### config.mk
export PLATFORM = sky130hd
export DESIGN_NAME = dual_match_timer
export DESIGN_NICKNAME = d
export VERILOG_FILES = /design/src/rtl/dmt_pkg.sv /design/src/rtl/dmt_prescaler.sv /design/src/rtl/dmt_channel.sv /design/src/rtl/dual_match_timer.sv
export SDC_FILE = /design/constraint.sdc
export NUM_CORES = 1
export LEC_CHECK = 0
export ABC_AREA = 0
export BUFFER_PORTS_ARGS = -buffer_cell sky130_fd_sc_hd__buf_2
export CORE_MARGIN = 2
export CORE_UTILIZATION = 61
export DETAILED_ROUTE_END_ITERATION = 8
export GPL_TIMING_DRIVEN = 0
export PLACE_DENSITY = 0.81
export SLEW_MARGIN = 30
export SYNTH_ARGS = -nofsm -noshare
export SYNTH_HDL_FRONTEND = slang
export SYNTH_SLANG_ARGS = --single-unit
### constraint.sdc
create_clock -name clk -period 2.65 [get_ports clk]
set_input_delay 0.3975 -clock clk [delete_from_list [all_inputs] [get_ports clk]]
set_output_delay 0.3975 -clock clk [all_outputs]
set_load 0.01 [all_outputs]
### src/rtl/dmt_pkg.sv
package dmt_pkg;
  localparam int PRE_W         = 9;   // wide enough for the 512 divider
  localparam int CTRL_FLAG_BIT = 7;
  localparam int CTRL_IE_BIT   = 6;
  localparam int CH_STRIDE     = 6;   // bytes between channel register groups
  localparam int CH_FIRST      = 2;   // offset of channel 0 control register

  typedef enum int {
    KIND_CTRL  = 0,
    KIND_COUNT = 1,
    KIND_CMP   = 2
  } reg_kind_e;

  // byte offset of a channel register
  function automatic int reg_offset(int ch, reg_kind_e kind);
    return CH_FIRST + CH_STRIDE * ch + 2 * int'(kind);
  endfunction

  // last prescaler value before a tick for a 2-bit prescale code
  function automatic logic [PRE_W-1:0] pre_terminal(logic [1:0] code);
    int div;
    div = 8 << (2 * int'(code));
    return PRE_W'(div - 1);
  endfunction
endpackage

### src/rtl/dmt_prescaler.sv
module dmt_prescaler
  import dmt_pkg::*;
(
  input  logic       clk,
  input  logic       rst,
  input  logic       run,
  input  logic [1:0] code,
  output logic       tick
);
  logic [PRE_W-1:0] pre_q;
  logic [PRE_W-1:0] term;

  always_comb begin
    term = pre_terminal(code);
    tick = run && (pre_q >= term);
  end

  always_ff @(posedge clk) begin
    if (rst || !run) pre_q <= '0;
    else if (tick)   pre_q <= '0;
    else             pre_q <= pre_q + 1'b1;
  end
endmodule

### src/rtl/dmt_channel.sv
module dmt_channel
  import dmt_pkg::*;
#(
  parameter int REG_W = 16
) (
  input  logic             clk,
  input  logic             rst,
  input  logic             run,
  input  logic             ctrl_we,
  input  logic             cnt_we,
  input  logic             cmp_we,
  input  logic [REG_W-1:0] wdata,
  output logic [REG_W-1:0] ctrl_rd,
  output logic [REG_W-1:0] cnt_q,
  output logic [REG_W-1:0] cmp_q,
  output logic             flag_q,
  output logic             ie_q,
  output logic             tick,
  output logic             irq_q
);
  logic [1:0] code_q;
  logic       match;

  dmt_prescaler u_pre (
    .clk  (clk),
    .rst  (rst),
    .run  (run),
    .code (code_q),
    .tick (tick)
  );

  assign match = tick && (cnt_q == cmp_q);

  always_ff @(posedge clk) begin
    if (rst)         cnt_q <= '0;
    else if (cnt_we) cnt_q <= wdata;
    else if (match)  cnt_q <= '0;
    else if (tick)   cnt_q <= cnt_q + 1'b1;
  end

  always_ff @(posedge clk) begin
    if (rst)         cmp_q <= '1;
    else if (cmp_we) cmp_q <= wdata;
  end

  always_ff @(posedge clk) begin
    if (rst) begin
      code_q <= '0;
      ie_q   <= 1'b0;
      flag_q <= 1'b0;
      irq_q  <= 1'b0;
    end else begin
      if (ctrl_we) begin
        code_q <= wdata[1:0];
        ie_q   <= wdata[CTRL_IE_BIT];
      end
      if (match)                                flag_q <= 1'b1;
      else if (ctrl_we && !wdata[CTRL_FLAG_BIT]) flag_q <= 1'b0;
      irq_q <= flag_q && ie_q;
    end
  end

  always_comb begin
    ctrl_rd                = '0;
    ctrl_rd[1:0]           = code_q;
    ctrl_rd[CTRL_IE_BIT]   = ie_q;
    ctrl_rd[CTRL_FLAG_BIT] = flag_q;
  end
endmodule

### src/rtl/dual_match_timer.sv
module dual_match_timer
  import dmt_pkg::*;
#(
  parameter int NUM_CH = 2,
  parameter int REG_W  = 16,
  parameter int ADDR_W = 4
) (
  input  logic              clk,
  input  logic              rst,
  input  logic              bus_sel,
  input  logic              bus_wr,
  input  logic [ADDR_W-1:0] bus_addr,
  input  logic [REG_W-1:0]  bus_wdata,
  output logic [REG_W-1:0]  bus_rdata,
  output logic [NUM_CH-1:0] irq_o
);
  localparam logic [ADDR_W-1:0] RUN_ADDR = '0;

  logic                          wr_en;
  logic [NUM_CH-1:0]             run_q;
  logic [NUM_CH-1:0]             ctrl_we, cnt_we, cmp_we;
  logic [NUM_CH-1:0]             flag_v, ie_v, tick_v, irq_v;
  logic [NUM_CH-1:0][REG_W-1:0]  ctrl_v, cnt_v, cmp_v;
  logic [REG_W-1:0]              rd_mux;

  assign wr_en = bus_sel && bus_wr;

  always_ff @(posedge clk) begin
    if (rst)                                 run_q <= '0;
    else if (wr_en && bus_addr == RUN_ADDR)  run_q <= bus_wdata[NUM_CH-1:0];
  end

  for (genvar g = 0; g < NUM_CH; g++) begin : g_ch
    localparam logic [ADDR_W-1:0] A_CTRL = ADDR_W'(reg_offset(g, KIND_CTRL));
    localparam logic [ADDR_W-1:0] A_CNT  = ADDR_W'(reg_offset(g, KIND_COUNT));
    localparam logic [ADDR_W-1:0] A_CMP  = ADDR_W'(reg_offset(g, KIND_CMP));

    assign ctrl_we[g] = wr_en && (bus_addr == A_CTRL);
    assign cnt_we[g]  = wr_en && (bus_addr == A_CNT);
    assign cmp_we[g]  = wr_en && (bus_addr == A_CMP);

    dmt_channel #(.REG_W(REG_W)) u_ch (
      .clk     (clk),
      .rst     (rst),
      .run     (run_q[g]),
      .ctrl_we (ctrl_we[g]),
      .cnt_we  (cnt_we[g]),
      .cmp_we  (cmp_we[g]),
      .wdata   (bus_wdata),
      .ctrl_rd (ctrl_v[g]),
      .cnt_q   (cnt_v[g]),
      .cmp_q   (cmp_v[g]),
      .flag_q  (flag_v[g]),
      .ie_q    (ie_v[g]),
      .tick    (tick_v[g]),
      .irq_q   (irq_v[g])
    );
  end

  always_comb begin
    rd_mux = '0;
    if (bus_addr == RUN_ADDR) rd_mux = REG_W'(run_q);
    for (int c = 0; c < NUM_CH; c++) begin
      if (bus_addr == ADDR_W'(reg_offset(c, KIND_CTRL)))  rd_mux = ctrl_v[c];
      if (bus_addr == ADDR_W'(reg_offset(c, KIND_COUNT))) rd_mux = cnt_v[c];
      if (bus_addr == ADDR_W'(reg_offset(c, KIND_CMP)))   rd_mux = cmp_v[c];
    end
  end

  always_ff @(posedge clk) begin
    if (rst)                     bus_rdata <= '0;
    else if (bus_sel && !bus_wr) bus_rdata <= rd_mux;
  end

  assign irq_o = irq_v;
endmodule

Word level (Yosys, flattened, before mapping)
Index checks and enable logic that the tools add are counted.

Flip-flop bits (word level): 110. Bits in latches: 0. Bits in writable memories: 0. ROM bits: 0. Input bits: 24. Output and inout port bits: 18. Memories: 0.

$add $sub $neg: 6. $mul: 0. Div/mod/pow operators: 0. Order comparisons: 2. Equal/unequal tests: 8. Shifts and indexed selects: 2. Mux-type cells: 17. Bitwise logic cells: 0. Reductions and logical operators: 30.

Operator list (number): $mux W16 (12); $add A16 B1 Y16 const B (2); $eq A16 B16 Y1 (2); $add A9 B1 Y9 const B (2); $ge A9 B9 Y1 (2); $shl A4 B3 Y9 const A (2); $sub A9 B2 Y9 const B (2); $logic_and A1 B1 Y1 (17); $eq A4 B4 Y1 const B (3); $eq A4 B3 Y1 const B (2); $reduce_bool A3 Y1 (2); $eq A4 B2 Y1 const B (1); $logic_not A1 Y1 (4); $logic_not A4 Y1 (1); $mux W1 (4); $reduce_bool A2 Y1 (2); $reduce_or A2 Y1 (2); $logic_or A1 B1 Y1 (2); $mux W2 (1).

Depth between registers and ports, before layout
Depth in word-level cells: 8. Depth in mapped cells: 10. Depth with buffers taken out: 8.

Cells and area by module
From an unflattened synthesis, not the netlist that was laid out.

Cells, all modules: 806. Area, all modules: 6718.9 um2.

Modules (own cells, without submodules): dmt_channel (times used 2, cells each 235, area an instance 2037.0 um2); dual_match_timer (times used 1, cells each 212, area an instance 1566.5 um2); dmt_prescaler (times used 2, cells each 62, area an instance 539.3 um2).

Least setup slack after synthesis
No wires, ideal clock.

Path type: register -> register. From: reg g_ch[0].u_ch.code_q[1]. To: reg g_ch[0].u_ch.cnt_q[5]. Setup time: 0.088 ns. Arrival: 2.161 ns. Required time: 2.562 ns. Slack: 0.400 ns. Stages on the path, launching flop included: 11. Cells stage by stage: dfxtp_1 -> inv_1 -> ha_1 -> o21a_1 -> o211ai_1 -> a31o_1 -> a21bo_1 -> buf_6 -> or4_1 -> buf_4 -> o32ai_2.

Cells in the longest elaborated chain, start to end: 7.

RTL lines: from (decl) (line dmt_channel.sv:21) `logic [1:0] code_q;`; from (signal assigned) (line dmt_channel.sv:54) `code_q <= wdata[1:0];`; $shl A4 B3 Y9 (*) (line dmt_pkg.sv:22) `div = 8 << (2 * int'(code));`; $sub A9 B2 Y9 (*) (line dmt_pkg.sv:23) `return PRE_W'(div - 1);`; $ge A9 B9 Y1 (*) (line dmt_prescaler.sv:15) `tick = run && (pre_q >= term);`; $logic_and A1 B1 Y1 (*) (line dmt_prescaler.sv:15); $logic_and A1 B1 Y1 (line dmt_channel.sv:32) `assign match = tick && (cnt_q == cmp_q);`; $mux W16 (line dmt_channel.sv:37) `else if (match) cnt_q <= '0;`; $mux W16 (line dmt_channel.sv:36) `else if (cnt_we) cnt_q <= wdata;`; to (signal assigned) (line dmt_channel.sv:36); to (signal assigned) (line dmt_channel.sv:38) `else if (tick) cnt_q <= cnt_q + 1'b1;`; to (decl) (line dmt_channel.sv:14) `output logic [REG_W-1:0] cnt_q,`.

Mark *: on every way between the ends. The rest lies on a longest branch, timed or not. A chain may end at the register's enable or synchronous reset.

Final worst setup path
From: reg g_ch[0].u_ch.code_q[1]. To: reg g_ch[0].u_ch.cnt_q[12].

The elaborated chain is that of the path after synthesis.

==> impl_metrics.csv <==
group,metric,value,unit
outcome,status,"finished clean",
die,dieArea,10580,um2
placed_design,dpl_cell_area,6316,um2
cts,insertion_delay,400,ps
detailed_routing,wirelength,17510,um
critical_path,start_kind,"flip-flop",
yosys,synth_top_area_share,36.95,%
cts,cts_buffers,9,
cts,cts_tree,"yes",
final_layout,ff_latch_area,2202,um2
final_layout,antennaDiodeCount,0,
final_layout,drive_gt1_share,10.08,%
sta,finalSetupViolCount,0,
detailed_routing,drc,0,
yosys,synth.area.top_cells,"dfxtp_1, nand2_1, xnor2_1, nand3_1, a22oi_1",
cts,clk_pin_slew,100,ps
yosys,synthAdderAreaFrac,3.359,%
global_routing,grt_pass1_wl,27460,um
final_layout,multi_input_area,3458,um2
sta,fin_crit,2510,ps
yosys,synth-simple-area-share,24.06,%
global_routing,track_usage,34.13,%
detailed_routing,wl_met2,8147,um
sta,fin_crit_sh,94.73,%
min_path,hold_class,"primary input to flip-flop",
power,p_leak,2.421,nW
yosys,syn_inst,742,
final_layout,final_nets,830,
sta,grt_setup_unrepaired,"false",
detailed_routing,route.met3.wl,1738,um
final_layout,area_growth,10.04,%
detailed_routing,vias,5897,
global_routing,grt_antenna_before_repair,0,
die,start_util,61.83,%
yosys,synth_area,5959,um2
placed_design,hpwl,12970,um
cts,clockBufferDepth,2,
power,ir_drop,554.5,uV
detailed_routing,drtIter0Drc,431,
yosys,synth_edf_count,0,
detailed_routing,ant_nets,0,
yosys,async_flop_share,0,%
yosys,ys_ff_latch,110,
sta,max_freq,398.3,MHz
final_layout,design_area,6558,um2
yosys,seq_area_frac_synth,36.95,%
yosys,synth_top_family_by_area,"simple AND/OR/NAND/NOR gates",
cts,cts_sinks,110,
yosys,yosysWarnings,0,
yosys,synth_xor_area_share,8.377,%
die,die_h,102.8,um
yosys,syn_nets,782,
critical_path,path_class,"flip-flop to flip-flop",
yosys,yosysTopAreaCell,"dfxtp_1",
placed_design,portBuffers,38,
final_layout,num-fill-cells,856,
detailed_routing,vias_per_cell,6.361,
yosys,ys_types,57,
sta,slew_headroom,42.34,%
sta,hold_violations,0,
placed_design,routabilityCongestion,0.9227,
detailed_routing,drt_pass1_iterations,5,
detailed_routing,top_layer,"met4",
global_routing,grt_max_degree,17,
critical_path,cp.arrival,2760,ps
critical_path,end_kind,"flip-flop",
power,pwr_density_cell,487.7,nW/um2
yosys,synthTopCellsByCount,"dfxtp_1, nand2_1, nand3_1, nor2_1, clkbuf_1",
detailed_routing,met1_length,7146,um
global_routing,grt_pass1_vias,5485,
cts,post_cts_buffers,0,
die,die_x,102.8,um
sta,finalMaxSlewViolations,0,
yosys,syn_avg_cell_area,8.032,um2
sta,fin_tns_setup,0,ps
cts,ctsResizeCount,0,
die,ios,42,
yosys,synth_compound_area_share,19.53,%
critical_path,cp.required,2900,ps
die,rows,36,
cts,h-tree-depth,3,
cts,hold_buffers,0,
global_routing,grt.overflow.total,0,
yosys,synthMuxAreaShare,2.603,%
job,cap_violations,0,
sta,tightestPinTransition,853.3,ps
sta,fin_skew,13.82,ps
critical_path,cp_max_fo,10,
yosys,synthFlopType,"dfxtp_1",
die,coreArea,9639,um2
cts,cts-root-buf,"clkbuf_8",
detailed_routing,wl_per_cell,18.89,um
yosys,synth.most_common_cell,"dfxtp_1",
[registers in the layout, summed over array words and instances (netlist names)]
register and flops:
g_ch.u_ch.cnt_q 32, g_ch.u_ch.irq_q 2, g_ch.u_ch.cmp_q 32, g_ch.u_ch.ie_q 2, bus_rdata 16, g_ch.u_ch.code_q 4
run_q 2, g_ch.u_ch.flag_q 2, g_ch.u_ch.u_pre.pre_q 18
[layer usage]
layer / track usage (%) / vias up
met5: 0 / -
met4: 13.77 / 0
met3: 8.610 / 44
met2: 54.80 / 279
met1: 44.17 / 2791
li1: - / 2783
[layout make-up]
| class | instances | share of cell area, % |
|---|---|---|
| sequential | 110 | 33.58 |
| buffer | 61 | 4.007 |
| clock inverter | 4 | 1.450 |
| tap | 133 | 2.538 |
| clock buffer | 11 | 2.156 |
| inverter | 11 | 0.6297 |
| timing repair buffer | 38 | 2.900 |
| multi-input combinational | 559 | 52.74 |
[cell usage in the layout (no fill, tap or decap), drive strengths merged, types with 6 or more instances in the layout]
cell type and count:
a21oi 21, a22oi 32, a2bb2oi 6, a31oi 28, and2 7, and3 14, buf 53, clkbuf 57
dfxtp 110, ha 16, inv 11, mux2i 11, nand2 109, nand2b 6, nand3 61, nand4 15
nor2 56, nor4 7, o211ai 10, o21ai 31, o22ai 12, xnor2 39, xor2 18
[worst paths after layout]
path                                                               end  slack (ps)  cells after the start                              startpoint
worst max-delay path               g_ch[0].u_ch.cnt_q[12]$_SDFFE_PP0P_         140                      9     g_ch[0].u_ch.code_q[1]$_SDFFE_PP0P_
worst min-delay path               g_ch[0].u_ch.cnt_q[13]$_SDFFE_PP0P_         310                      3                           bus_wdata[13]
worst max register to register     g_ch[0].u_ch.cnt_q[12]$_SDFFE_PP0P_         140                      9     g_ch[0].u_ch.code_q[1]$_SDFFE_PP0P_
worst min register to register  g_ch[0].u_ch.u_pre.pre_q[0]$_SDFF_PP0_         470                      1  g_ch[0].u_ch.u_pre.pre_q[0]$_SDFF_PP0_
[power breakdown]
part           switching, W  leakage, nW  internal [W]  total, W
clock network      0.000564        0.119      0.000647   0.00121
registers         0.0000258        0.891       0.00168   0.00171
logic              0.000182         1.41     0.0000964  0.000278
[logic make-up after synthesis]
kind of cell	Yosys count
compound gates	171
xor+xnor	57
fa+ha+maj	16
buf+inv	73
flops	110
mux	14
simple gates	301
[stage by stage]
step                hold slack [ps]  setup slack [ps]  std cells  total power (W)  util [%]
floorplan                     417.8             400.5        742         0.001902         -
global placement              430.9             87.96        913         0.002006     65.52
detailed placement            443.5             75.36        913         0.002014     65.52
CTS                           273.5             29.33        928         0.003208     67.98
global route                  295.5             11.06        927         0.003299     68.03
finish                        308.5             139.5        927         0.003198     68.03
[worst max-delay path, cell delays in order, from the launching register on]
cell and delay (ps):
dfxtp_1 390, inv_1 100, ha_1 310, o21a_1 120, o211ai_1 90, a31o_1 240
a21boi_0 310, clkbuf_1 460, a2bb2oi_1 250, o22ai_1 110
No activity file was read; power rests on OpenSTA's default activity.
